--- config.mk ---
export PLATFORM = sky130hd
export DESIGN_NAME = flag_alu
export DESIGN_NICKNAME = d
export VERILOG_FILES = /design/src/rtl/flag_alu_pkg.sv /design/src/rtl/flag_alu_ctrl.sv /design/src/rtl/flag_alu_dp.sv /design/src/rtl/flag_alu_flags.sv /design/src/rtl/flag_alu.sv
export SDC_FILE = /design/constraint.sdc
export NUM_CORES = 1
export LEC_CHECK = 0
export BUFFER_PORTS_ARGS = -buffer_cell sky130_fd_sc_hd__buf_2
export CORE_ASPECT_RATIO = 1.5
export CORE_MARGIN = 1
export CORE_UTILIZATION = 40
export CTS_CLUSTER_DIAMETER = 100
export DETAILED_ROUTE_END_ITERATION = 12
export GPL_ROUTABILITY_DRIVEN = 0
export HOLD_SLACK_MARGIN = 0.15
export PLACE_DENSITY = 0.75
export SLEW_MARGIN = 25
export SYNTH_ARGS = -nofsm -noshare
export SYNTH_HDL_FRONTEND = slang
export SYNTH_SLANG_ARGS = --single-unit
--- constraint.sdc ---
create_clock -name clk -period 3.4 [get_ports clk]
set_clock_uncertainty 0.1 [all_clocks]
set_input_delay 0 -clock clk [delete_from_list [all_inputs] [get_ports clk]]
set_output_delay 0 -clock clk [all_outputs]
set_load 0.02 [all_outputs]
--- src/rtl/flag_alu_pkg.sv ---
package flag_alu_pkg;

  // Strobes from the control decode to the datapath
  typedef struct packed {
    logic       useReg;    // second operand from register
    logic       arith;     // add/subtract class
    logic       addSel;    // 1 add, 0 subtract
    logic [1:0] logicSel;  // 00 or, 01 and, 10 xor, 11 load
    logic       commit;    // result is written back
    logic       flagUpd;   // flags take new values
  } alu_strobe_t;

  localparam logic [1:0] LOGIC_OR  = 2'b00;
  localparam logic [1:0] LOGIC_AND = 2'b01;
  localparam logic [1:0] LOGIC_XOR = 2'b10;
  localparam logic [1:0] LOGIC_LD  = 2'b11;

endpackage

--- src/rtl/flag_alu_ctrl.sv ---
module flag_alu_ctrl
  import flag_alu_pkg::*;
(
  input  logic        opValid,
  input  logic [3:0]  opCode,
  output alu_strobe_t strobe
);

  logic isForeign;
  logic isLoad;

  // Bits 2:1 both set mark shift, jump and port codes
  assign isForeign = opCode[2] & opCode[1];
  assign isLoad    = ~opCode[2] & (opCode[1:0] == LOGIC_LD);

  always_comb begin
    strobe          = '0;
    strobe.useReg   = opCode[3];
    strobe.arith    = opCode[2];
    strobe.addSel   = opCode[0];
    strobe.logicSel = opCode[1:0];
    strobe.commit   = opValid & ~isForeign;
    strobe.flagUpd  = opValid & ~isForeign & ~isLoad;
  end

endmodule

--- src/rtl/flag_alu_dp.sv ---
module flag_alu_dp
  import flag_alu_pkg::*;
#(
  parameter int DATA_W = 8
) (
  input  alu_strobe_t        strobe,
  input  logic [DATA_W-1:0]  regA,
  input  logic [DATA_W-1:0]  regB,
  input  logic [DATA_W-1:0]  constB,
  input  logic               carryIn,
  output logic [DATA_W-1:0]  result,
  output logic               nextZero,
  output logic               nextCarry
);

  localparam int EXT_W = DATA_W + 1;

  logic [DATA_W-1:0] operandB;
  logic [EXT_W-1:0]  extA;
  logic [EXT_W-1:0]  extB;
  logic [EXT_W-1:0]  extC;
  logic [EXT_W-1:0]  arithOut;
  logic [DATA_W-1:0] logicOut;

  assign operandB = strobe.useReg ? regB : constB;
  assign extA     = {1'b0, regA};
  assign extB     = {1'b0, operandB};
  assign extC     = {{DATA_W{1'b0}}, carryIn};

  // One extra bit holds carry-out on add and borrow on subtract
  always_comb begin
    if (strobe.addSel) arithOut = extA + extB + extC;
    else               arithOut = extA - extB - extC;
  end

  always_comb begin
    unique case (strobe.logicSel)
      LOGIC_OR:  logicOut = regA | operandB;
      LOGIC_AND: logicOut = regA & operandB;
      LOGIC_XOR: logicOut = regA ^ operandB;
      default:   logicOut = operandB;
    endcase
  end

  assign result    = strobe.arith ? arithOut[DATA_W-1:0] : logicOut;
  assign nextCarry = strobe.arith & arithOut[DATA_W];
  assign nextZero  = (result == '0);

endmodule

--- src/rtl/flag_alu_flags.sv ---
module flag_alu_flags (
  input  logic clk,
  input  logic rstN,
  input  logic flagUpd,
  input  logic nextZero,
  input  logic nextCarry,
  output logic zeroFlag,
  output logic carryFlag
);

  always_ff @(posedge clk) begin
    if (!rstN) begin
      zeroFlag  <= 1'b0;
      carryFlag <= 1'b0;
    end else if (flagUpd) begin
      zeroFlag  <= nextZero;
      carryFlag <= nextCarry;
    end
  end

endmodule

--- src/rtl/flag_alu.sv ---
module flag_alu
  import flag_alu_pkg::*;
#(
  parameter int DATA_W = 8
) (
  input  logic              clk,
  input  logic              rstN,
  input  logic              opValid,
  input  logic [3:0]        opCode,
  input  logic [DATA_W-1:0] regA,
  input  logic [DATA_W-1:0] regB,
  input  logic [DATA_W-1:0] constB,
  output logic [DATA_W-1:0] result,
  output logic              wrEn,
  output logic              zeroFlag,
  output logic              carryFlag
);

  alu_strobe_t strobe;
  logic        nextZero;
  logic        nextCarry;

  flag_alu_ctrl ctrl_i (
    .opValid (opValid),
    .opCode  (opCode),
    .strobe  (strobe)
  );

  flag_alu_dp #(.DATA_W(DATA_W)) dp_i (
    .strobe    (strobe),
    .regA      (regA),
    .regB      (regB),
    .constB    (constB),
    .carryIn   (carryFlag),
    .result    (result),
    .nextZero  (nextZero),
    .nextCarry (nextCarry)
  );

  flag_alu_flags flags_i (
    .clk       (clk),
    .rstN      (rstN),
    .flagUpd   (strobe.flagUpd),
    .nextZero  (nextZero),
    .nextCarry (nextCarry),
    .zeroFlag  (zeroFlag),
    .carryFlag (carryFlag)
  );

  assign wrEn = strobe.commit;

endmodule

==> qor.yml <==
min_path:
  hold_depth: 3
  min_to: "flags_i.carryFlag"
  hp-class: "primary input to register"
  hold_path.startpoint: "opCode[2]"
finish:
  layout_common_cells: "buf_2, inv_1, ha_1"
  final_common_cell: "buf_2"
  final_cells: 293
  final_net_count: 317
  diodes: 0
  final_area_mm2: 0.00186
  drive_gt1_share_pct: 20.4
  area_growth_pct: 18.1
global_route:
  grt_first_pass_wirelength_um: 6360
  track_usage_pct: 19.6
  grt.met2_usage_pct: 39.1
  grt_max_degree: 24
  grt.overflow.total: 0
  met3_usage_pct: 0.192
  top_usage_layer: "met2"
  grt_pass1_vias: 1498
  grt_use_met1_pct: 21.5
  grt_antenna_before_repair: 0
placement:
  pre_cts_slack_ps: 492
  dp_cells: 287
  place_area_mm2: 0.00179
  io_buffers: 41
  hpwl_um: 3180
clock_network:
  clockBufferDepth: 2
  htree_num_levels: 1
  clk_latency_ps: 210
  cts_sinks: 2
  post_cts_buffers: 0
  clock-root-buffer: "clkbuf_8"
  cts.reportedPaths.clkPinSlew_ps: 30
  cts_tree: "yes"
  cts-buffers-inserted: 3
floorplan:
  dieArea_mm2: 0.00420
  die_h_um: 78.9
  die_w_um: 53.2
  coreArea_mm2: 0.00372
  rows: 27
  initial_utilization_pct: 42.4
  io_pins: 42
flow_run:
  drv_cap: 0
critical_path:
  r2r_slack_ps: 690
  end_kind: "primary output"
  r2r-start: "flags_i.carryFlag"
  critPathLaunchType: "register"
  reg2regPathDepth: 10
  crit_type: "register to primary output"
  worstPathArrival_ps: 2830
  reg2reg_to: "flags_i.zeroFlag"
  crit_fanout: 4
  worstPathRequired_ps: 3300
  startpoint: "flags_i.carryFlag"
synthesis:
  avgSynthCellArea_um2: 7.40
  async_flop_share_pct: 0
  synth_area_mm2: 0.00158
  ys_ff_latch: 2
  synth_cell_types: 44
  synth_cells: 213
  seq_area_frac_synth_pct: 2.54
  synth_edf_count: 0
  ys_warn_count: 0
  synthFlopType: "dfxtp_1"
  synth_nets: 278
timing:
  worst_slew_margin_rel_pct: 58.4
  setup-tns-final_ps: 0
  fmax_ghz: 0.341
  tightest_slew_ps: 607
  setup_viol_count_final: 0
  finalHoldViolations: 0
  min_period_ps: 2930
  setup_slack_ps: 467
  slew_viol_final: 0
  post-route-period-util_pct: 86.3
  rsz0062_at_grt: "no"
routing:
  vias_per_cell: 5.38
  antenna_left: 0
  drcViolationCount: 0
  drt_pass1_iterations: 4
  routedWlPerCell_um: 13.4
  drt_iter0_markers: 35
  vias: 1575
  wl_um: 3920
pwr:
  p_leak_nw: 0.981
  ir_drop_uv: 232
  powerDensity_mw_per_mm2: 257
status:
  status: "finished, final reports clean"
[critical path, cell delays in order, from the launching register on]
cell	delay, ps
dfxtp_1	360
fa_1	570
inv_1	50
ha_1	170
o21ai_0	200
a21boi_0	150
a21bo_2	250
a21oi_1	190
mux2i_1	100
o311ai_1	340
buf_2	240
[registers in the layout, summed over array words and instances (netlist names)]
| name | count |
|---|---|
| flags_i.carryFlag | 1 |
| flags_i.zeroFlag | 1 |
[through the flow]
step	hold WS (ps)	utilization, %	power, mW
3_5_place_dp	177	48.1	0.380
5_1_grt	179	50.1	0.523
3_3_place_gp	162	48.1	0.375
2_1_floorplan	38.7	-	0.293
4_1_cts	157	50.1	0.479
6_report	153	50.1	0.478
[kinds of logic (layout without fill, tap and decap cells)]
group / Yosys count / in the layout / share of synthesized area, %
AO/OA/AOI/OAI: 61 / 61 / 25.8
XOR/XNOR: 8 / 8 / 4.45
adder cells (fa/ha/maj): 34 / 34 / 28.9
buffers and inverters: 47 / 84 / 11.9
flip-flops: 2 / 2 / 2.54
multiplexers: 17 / 17 / 12.7
AND/OR/NAND/NOR: 44 / 44 / 13.7
[final cells by class]
type,instances,area (um2)
clock buffer,3,41.3
fill,397,1860
inverter,36,135
multi-input combinational,164,1350
sequential,2,40.0
tap,43,53.8
timing repair buffer,45,243
[what timing repair did]
action | CTS | global route
hold buffers | 3 | 0
endpoints found under the hold margin | 2 | 0
gates resized for setup | 0 | 0
[routing by layer]
layer  share of wire [%]  up-vias
li1                    -      813
met1                  42      731
met2                  55       29
met3                 2.7        2
met4                0.28        0
met5                   0        -
[synth_stat cells (all sizes together), types with 2 or more instances]
| cell type | count | area (um2) |
|---|---|---|
| mux4 | 2 | 45.0 |
| a21oi | 16 | 80.1 |
| o311ai | 3 | 26.3 |
| xnor2 | 3 | 26.3 |
| ha | 30 | 375 |
| a21boi | 2 | 15.0 |
| inv | 36 | 135 |
| nand3b | 2 | 15.0 |
| o21ai | 13 | 65.1 |
| buf | 4 | 25.0 |
| clkbuf | 7 | 27.5 |
| nand3 | 3 | 15.0 |
| a21o | 3 | 22.5 |
| a31oi | 3 | 18.8 |
| a211o | 3 | 26.3 |
| dfxtp | 2 | 40.0 |
| nor2b | 2 | 12.5 |
| fa | 4 | 80.1 |
| nor3 | 5 | 25.0 |
| nand2 | 10 | 37.5 |
| o211ai | 2 | 15.0 |
| nor2 | 15 | 58.8 |
| mux2i | 14 | 140 |
| a211oi | 8 | 60.1 |
| xor2 | 5 | 43.8 |
| nand2b | 3 | 18.8 |
[how the worst max path moves through the flow]
| stage | endpoint | slack [ps] | cells past startpoint |
|---|---|---|---|
| 2_1_floorplan | flags_i.zeroFlag | 360 | 13 |
| 3_3_place_gp | result[7] | 590 | 13 |
| 3_5_place_dp | flags_i.zeroFlag | 490 | 13 |
| 4_1_cts | result[7] | 460 | 10 |
| 5_1_grt | result[7] | 210 | 13 |
| 6_report | result[7] | 470 | 10 |
[where the power goes]
part / internal [mW] / switching, mW
Sequential: 0.0244 / 0.00121
Combinational: 0.151 / 0.207
Clock: 0.0749 / 0.0185
Total: 0.251 / 0.227
Power figures use the tool's default switching activity.
